**src/rtl/cnorm_pkg.sv**
```systemverilog
package cnorm_pkg;

    typedef enum logic [1:0] {
        ST_IDLE,
        ST_GATHER,
        ST_SCALE,
        ST_DRAIN
    } cnorm_state_e;

    // Target curve in fixed point: 2^frac_w * k / (k + x)
    function automatic longint curve_at(longint x, int frac_w, int k);
        return ((longint'(1) << frac_w) * longint'(k)) / (longint'(k) + x);
    endfunction

    // Left end of table piece i (pieces below 2^s are single points)
    function automatic longint piece_x0(int i, int s);
        int e;
        int sub;
        if (i < (1 << s)) begin
            return longint'(i);
        end
        e   = i / (1 << s) + s - 1;
        sub = i % (1 << s);
        return (longint'(1) << e) + longint'(sub) * (longint'(1) << (e - s));
    endfunction

    // Width of table piece i
    function automatic longint piece_len(int i, int s);
        int e;
        if (i < (1 << s)) begin
            return 64'sd1;
        end
        e = i / (1 << s) + s - 1;
        return longint'(1) << (e - s);
    endfunction

endpackage

```
**src/rtl/cnorm_window.sv**
```systemverilog
module cnorm_window #(
    parameter int DATA_W  = 8,
    parameter int CH_MAX  = 16,
    parameter int RAD_MAX = 2,
    parameter int SUM_W   = 19,
    parameter int CI_W    = 4,
    parameter int CNT_W   = 5,
    parameter int RAD_W   = 3
) (
    input  logic signed [DATA_W-1:0] feat_mem [CH_MAX],
    input  logic        [CI_W-1:0]   center,
    input  logic        [CNT_W-1:0]  count,
    input  logic        [RAD_W-1:0]  radius,
    output logic        [SUM_W-1:0]  sum_sq
);
    localparam int TAPS = 2 * RAD_MAX + 1;

    logic [SUM_W-1:0] tap_sq [TAPS];
    int               eff_rad;

    always_comb begin
        eff_rad = (32'(radius) > RAD_MAX) ? RAD_MAX : int'(32'(radius));
    end

    for (genvar t = 0; t < TAPS; t++) begin : g_tap
        localparam int OFS  = t - RAD_MAX;
        localparam int DIST = (OFS < 0) ? -OFS : OFS;
        int                        pos;
        logic signed [DATA_W-1:0]  val;
        logic signed [2*DATA_W-1:0] prod;
        always_comb begin
            pos  = int'(32'(center)) + OFS;
            val  = feat_mem[pos[CI_W-1:0]];
            prod = val * val;
            if (pos >= 0 && pos < int'(32'(count)) && DIST <= eff_rad) begin
                tap_sq[t] = SUM_W'($unsigned(prod));
            end else begin
                tap_sq[t] = '0;
            end
        end
    end

    always_comb begin
        sum_sq = '0;
        for (int t = 0; t < TAPS; t++) begin
            sum_sq = sum_sq + tap_sq[t];
        end
    end

endmodule

```
**src/rtl/cnorm_pwl.sv**
```systemverilog
module cnorm_pwl
    import cnorm_pkg::*;
#(
    parameter int SUM_W    = 19,
    parameter int SUB_BITS = 2,
    parameter int TOP_EXP  = 15,
    parameter int FRAC_W   = 12,
    parameter int CURVE_K  = 256
) (
    input  logic [SUM_W-1:0]  sum_in,
    output logic [FRAC_W:0]   factor
);
    localparam int XW    = TOP_EXP + 1;
    localparam int SEGS  = 1 << SUB_BITS;
    localparam int N_ENT = SEGS * (TOP_EXP - SUB_BITS + 2);
    localparam int IDX_W = $clog2(N_ENT);

    logic [FRAC_W:0] icpt_tbl [N_ENT];
    logic [FRAC_W:0] drop_tbl [N_ENT];

    for (genvar gi = 0; gi < N_ENT; gi++) begin : g_tbl
        localparam longint X0  = piece_x0(gi, SUB_BITS);
        localparam longint LEN = piece_len(gi, SUB_BITS);
        localparam longint Y0  = curve_at(X0, FRAC_W, CURVE_K);
        localparam longint Y1  = curve_at(X0 + LEN, FRAC_W, CURVE_K);
        assign icpt_tbl[gi] = (FRAC_W + 1)'(Y0);
        assign drop_tbl[gi] = (FRAC_W + 1)'(Y0 - Y1);
    end

    logic [31:0] x_sat;
    logic [31:0] lead;
    logic [31:0] shf;
    logic [31:0] sub;
    logic [31:0] idx;
    logic [31:0] off;
    logic [31:0] dec;

    always_comb begin
        if (|sum_in[SUM_W-1:XW]) begin
            x_sat = (32'd1 << XW) - 32'd1;
        end else begin
            x_sat = 32'(sum_in[XW-1:0]);
        end
        lead = '0;
        for (int b = 0; b < XW; b++) begin
            if (x_sat[b]) begin
                lead = 32'(b);
            end
        end
        if (x_sat < 32'(SEGS)) begin
            shf = '0;
            sub = '0;
            idx = x_sat;
            off = '0;
        end else begin
            shf = lead - 32'(SUB_BITS);
            sub = (x_sat >> shf) & 32'(SEGS - 1);
            idx = (shf + 32'd1) * 32'(SEGS) + sub;
            off = x_sat & ((32'd1 << shf) - 32'd1);
        end
        dec    = (32'(drop_tbl[idx[IDX_W-1:0]]) * off) >> shf;
        factor = icpt_tbl[idx[IDX_W-1:0]] - (FRAC_W + 1)'(dec);
    end

endmodule

```
**src/rtl/cross_norm_unit.sv**
```systemverilog
module cross_norm_unit
    import cnorm_pkg::*;
#(
    parameter int DATA_W   = 8,
    parameter int CH_MAX   = 16,
    parameter int RAD_MAX  = 2,
    parameter int SUB_BITS = 2,
    parameter int TOP_EXP  = 15,
    parameter int FRAC_W   = 12,
    parameter int CURVE_K  = 256,
    localparam int CI_W    = $clog2(CH_MAX),
    localparam int CNT_W   = $clog2(CH_MAX + 1),
    localparam int RAD_W   = $clog2(RAD_MAX + 1) + 1
) (
    input  logic                     clk,
    input  logic                     rst_n,
    input  logic                     ld_en,
    input  logic [CI_W-1:0]          ld_ch,
    input  logic signed [DATA_W-1:0] ld_val,
    input  logic                     start,
    input  logic [CNT_W-1:0]         ch_count,
    input  logic [RAD_W-1:0]         radius,
    output logic                     busy,
    output logic                     out_valid,
    output logic                     out_last,
    output logic [CI_W-1:0]          out_ch,
    output logic signed [DATA_W-1:0] out_val
);
    localparam int SUM_W = 2 * DATA_W + $clog2(2 * RAD_MAX + 1) + 1;

    cnorm_state_e state_q, state_d;

    logic signed [DATA_W-1:0] feat_mem [CH_MAX];
    logic signed [DATA_W-1:0] res_mem  [CH_MAX];
    logic [CI_W-1:0]          ch_q;
    logic [CNT_W-1:0]         cnt_q;
    logic [RAD_W-1:0]         rad_q;
    logic [SUM_W-1:0]         sum_q;
    logic signed [DATA_W-1:0] ctr_q;

    logic [SUM_W-1:0]         win_sum;
    logic [FRAC_W:0]          factor;
    logic signed [31:0]       prod;
    logic signed [31:0]       rounded;
    logic                     take_start;
    logic                     last_ch;
    logic [CNT_W-1:0]         cnt_eff;

    cnorm_window #(
        .DATA_W (DATA_W),
        .CH_MAX (CH_MAX),
        .RAD_MAX(RAD_MAX),
        .SUM_W  (SUM_W),
        .CI_W   (CI_W),
        .CNT_W  (CNT_W),
        .RAD_W  (RAD_W)
    ) u_window (
        .feat_mem(feat_mem),
        .center  (ch_q),
        .count   (cnt_q),
        .radius  (rad_q),
        .sum_sq  (win_sum)
    );

    cnorm_pwl #(
        .SUM_W   (SUM_W),
        .SUB_BITS(SUB_BITS),
        .TOP_EXP (TOP_EXP),
        .FRAC_W  (FRAC_W),
        .CURVE_K (CURVE_K)
    ) u_pwl (
        .sum_in(sum_q),
        .factor(factor)
    );

    always_comb begin
        take_start = start && (state_q == ST_IDLE) && (ch_count != '0);
        cnt_eff    = (32'(ch_count) > CH_MAX) ? CNT_W'(CH_MAX) : ch_count;
        last_ch    = (32'(ch_q) + 32'd1 == 32'(cnt_q));
        prod       = 32'(ctr_q) * $signed({1'b0, 31'(factor)});
        rounded    = (prod + (32'sd1 <<< (FRAC_W - 1))) >>> FRAC_W;
    end

    // next-state logic
    always_comb begin
        state_d = state_q;
        unique case (state_q)
            ST_IDLE:   if (take_start) state_d = ST_GATHER;
            ST_GATHER: state_d = ST_SCALE;
            ST_SCALE:  state_d = last_ch ? ST_DRAIN : ST_GATHER;
            ST_DRAIN:  if (last_ch) state_d = ST_IDLE;
            default:   state_d = ST_IDLE;
        endcase
    end

    // state register
    always_ff @(posedge clk or negedge rst_n) begin
        if (!rst_n) begin
            state_q <= ST_IDLE;
        end else begin
            state_q <= state_d;
        end
    end

    // datapath registers
    always_ff @(posedge clk or negedge rst_n) begin
        if (!rst_n) begin
            ch_q  <= '0;
            cnt_q <= '0;
            rad_q <= '0;
            sum_q <= '0;
            ctr_q <= '0;
            for (int i = 0; i < CH_MAX; i++) begin
                feat_mem[i] <= '0;
                res_mem[i]  <= '0;
            end
        end else begin
            unique case (state_q)
                ST_IDLE: begin
                    if (ld_en) begin
                        feat_mem[ld_ch] <= ld_val;
                    end
                    if (take_start) begin
                        cnt_q <= cnt_eff;
                        rad_q <= radius;
                        ch_q  <= '0;
                    end
                end
                ST_GATHER: begin
                    sum_q <= win_sum;
                    ctr_q <= feat_mem[ch_q];
                end
                ST_SCALE: begin
                    res_mem[ch_q] <= rounded[DATA_W-1:0];
                    ch_q <= last_ch ? '0 : ch_q + 1'b1;
                end
                ST_DRAIN: begin
                    ch_q <= last_ch ? '0 : ch_q + 1'b1;
                end
                default: ;
            endcase
        end
    end

    // outputs
    always_comb begin
        busy      = 1'b1;
        out_valid = 1'b0;
        out_last  = 1'b0;
        out_ch    = '0;
        out_val   = '0;
        unique case (state_q)
            ST_IDLE:   busy = 1'b0;
            ST_GATHER: ;
            ST_SCALE:  ;
            ST_DRAIN: begin
                out_valid = 1'b1;
                out_last  = last_ch;
                out_ch    = ch_q;
                out_val   = res_mem[ch_q];
            end
            default: ;
        endcase
    end

endmodule

```
**config.mk**
```make
export PLATFORM = sky130hd
export DESIGN_NAME = cross_norm_unit
export DESIGN_NICKNAME = d
export VERILOG_FILES = /design/src/rtl/cnorm_pkg.sv /design/src/rtl/cnorm_window.sv /design/src/rtl/cnorm_pwl.sv /design/src/rtl/cross_norm_unit.sv
export SDC_FILE = /design/constraint.sdc
export NUM_CORES = 2
export LEC_CHECK = 0
export BUFFER_PORTS_ARGS = -buffer_cell sky130_fd_sc_hd__buf_2
export CORE_ASPECT_RATIO = 1.4
export CORE_MARGIN = 10
export CORE_UTILIZATION = 55
export DETAILED_ROUTE_END_ITERATION = 12
export PLACE_DENSITY_LB_ADDON = 0.12
export SLEW_MARGIN = 20
export SYNTH_ARGS = -nofsm -noshare
export SYNTH_HDL_FRONTEND = slang
export SYNTH_SLANG_ARGS = --single-unit
export TNS_END_PERCENT = 100
```
**constraint.sdc**
```tcl
create_clock -name clk -period 16.1 [get_ports clk]
set_input_delay 3.22 -clock clk [delete_from_list [all_inputs] [get_ports clk]]
set_output_delay 3.22 -clock clk [all_outputs]
set_load 0.1 [all_outputs]
```
==> flow_summary.ini <==
[run_status]
status = finished clean

[synthesis]
yosys.area_share.adder_pct = 30.7
ys_ff_latch = 297
syn_avg_cell_area_um2 = 9.43
yosys.area_share.simple_pct = 14.3
synthDistinctLibCells = 100
synth_ff_type = dfrtp_1
synth_compound_area_share_pct = 10.1
syn-cell-area_um2 = 40800
ys_async_sr_fraction_pct = 100
synth-edff-count = 0
synth-xor-area-share_pct = 3.35
syn_inst = 4326
synth_top_family_by_area = adder cells
synth_mux_area_share_pct = 15.8
yosysWarnings = 0
synth-seq-area-share_pct = 18.2

[placement]
gp_congestion = 0.941
dp_hpwl_mm = 87.7
numPortBuffers = 38
pre_cts_ws_ns = -0.945
dp.cells = 5468

[timing]
fmax_mhz = 62.8
fin_worst_skew_ns = 0.0241
setup_viol = 0
tns_ns = 0
hold_viol = 0
period_share_pct = 98.9
maxSlewViolCount = 0
tightest_slew_ns = 1.01
relSlewSlack_pct = 32.1
rsz0062_at_grt = true
finalCriticalPeriod_ns = 15.92
fin_ws_ns = 0.177

[critical_path]
critPathKind = reg2reg
crit_start = sum_q[17]$_DFFE_PN0N_
end_kind = flip-flop
cpMaxStageDelayCell = fa_1
cp_max_fo = 8
start_kind = flip-flop
crit_required_ns = 16.60
r2r_slack_ns = 0.18
critPathMaxStageDelay_ns = 0.56
arrival_ns = 16.42
rr_startpoint = sum_q[17]$_DFFE_PN0N_

[route]
wl_per_cell_um = 20.5
drc = 0
postRouteAntennaNets = 0
drt_iter0_drc = 2063
vias_per_cell = 5.88
totalWireLength_mm = 115
dr_total_vias = 33000
drtPass1Iterations = 5

[clocking]
root_buffer = clkbuf_16
hold_buffers = 0
clock_latency_ns = 0.59
htreeDepth = 1
cts-buffers-inserted = 31
cts.clk_slew.worst_paths_ns = 0.06
cts.sinks = 297
clock_path_buffers = 3
cts_tree = yes

[cells_and_area]
final_nets = 5403
drive_above_1_share_pct = 23.5
area_growth_pct = 15.1
final_util_pct = 63.6
instances_no_fill = 5604

[global_route]
grt_pass1_vias = 33900
grt_first_pass_wirelength_mm = 182
grt_usage_pct = 26.3
grt_max_degree = 156
grt_overflow = 0
antenna_found_initial = 1

[min_path]
min_from = res_mem[72]$_DFFE_PN0P_
hold_path.class = reg2reg

[die]
core_area_um2 = 73800
rows = 118
dieArea_um2 = 85600
initial_core_util_pct = 55.3
die_h_um = 342
io_pins = 39
die_w_um = 250

[flow_run]
maxCapViolCount = 0
-- synth_stat cells, drive strengths merged, types with 119 or more instances --
cell	instances	area [um^2]
clkbuf	132	497
inv	609	2290
dfrtp	297	7430
mux2	179	2020
nor2	330	1260
mux4	177	3990
ha	353	4420
fa	406	8130
o21ai	132	664
a21oi	169	853
xnor2	119	1040
nand2	590	2210
-- cell type report --
type	count	area (um^2)
multi-input combinational	3240	31600
fill	6185	26900
sequential	297	7440
timing repair buffer	438	3430
inverter	612	2300
tap	960	1200
clock buffer	43	911
clock inverter	13	126
antenna	1	2.50
-- critical path, delay by kind of cell (launching register included) --
kind                     cells  cell delay [ns]
flip-flops                   1             0.39
multiplexers                 1             0.12
buffers and inverters       19             2.03
AO/OA/AOI/OAI               22             4.12
XOR/XNOR                     2             0.38
adder cells (fa/ha/maj)     14             5.68
AND/OR/NAND/NOR             17             3.11
-- placed cells by master, fill, tap and decap left out, types with 15 or more instances in the layout --
cell type  instances
nor2_1           307
a21oi_2           18
nand3_1           51
inv_1            586
xnor2_1          109
a31oi_1           17
a21o_1            37
buf_4            376
o21bai_1          46
nand2_1          582
a21oi_1          146
mux4_2           177
o22ai_1           21
o211ai_1          15
nor2b_1           30
o21ai_0          100
inv_2             22
mux2i_1           43
ha_1             327
o21ai_1           15
nor3_1            36
xor2_1            34
mux2_2           171
buf_2             37
ha_4              19
o21ai_2           16
fa_1             402
dfrtp_1          295
clkbuf_16         32
and2_1            95
and3_1            19
nand2b_1          49
-- per-layer routing --
metal	global-route usage, %	wire length (um)
met1	30.0	42200
met2	48.8	60900
met3	2.31	5280
met4	12.7	6300
met5	0	0
-- registers in the layout, indices dropped and copies added, names as in the netlist --
register  count
sum_q        19
cnt_q         5
ctr_q         8
rad_q         3
ch_q          4
res_mem     128
state_q       2
feat_mem    128
-- final timing paths --
check	endpoint	cells past startpoint
worst min register to register	res_mem[72]$_DFFE_PN0P_	2
max in group asynchronous	sum_q[13]$_DFFE_PN0N_	2
worst max-delay path	res_mem[47]$_DFFE_PN0P_	75
min in group asynchronous	feat_mem[81]$_DFFE_PN0P_	1
worst max register to register	res_mem[47]$_DFFE_PN0P_	75
worst min-delay path	res_mem[72]$_DFFE_PN0P_	2
-- stage by stage --
| stage | instance area, um^2 | hold slack, ns |
|---|---|---|
| 2_1_floorplan | 40800 | 0.441 |
| 3_3_place_gp | 44100 | 0.452 |
| 3_5_place_dp | 44100 | 0.458 |
| 4_1_cts | 45800 | 0.474 |
| 5_1_grt | 47000 | 0.494 |
| 6_report | 47000 | 0.473 |
-- logic make-up (layout without fill, tap and decap cells) --
family / Yosys count / after routing
other: 2 / 9
AND/OR/NAND/NOR: 1306 / 1306
XOR/XNOR: 155 / 155
AO/OA/AOI/OAI: 610 / 610
flip-flops: 297 / 297
adder cells (fa/ha/maj): 759 / 759
multiplexers: 402 / 402
buffers and inverters: 795 / 1106
-- what timing repair did --
action,in CTS,in global routing
setup buffers,41,37
resized for setup,82,190
pin swaps,31,108
setup endpoints to repair,124,128
gates cloned,1,2
Power is not shown: default switching activity piles up to over one toggle a cycle in this logic, so the estimate is an artifact.
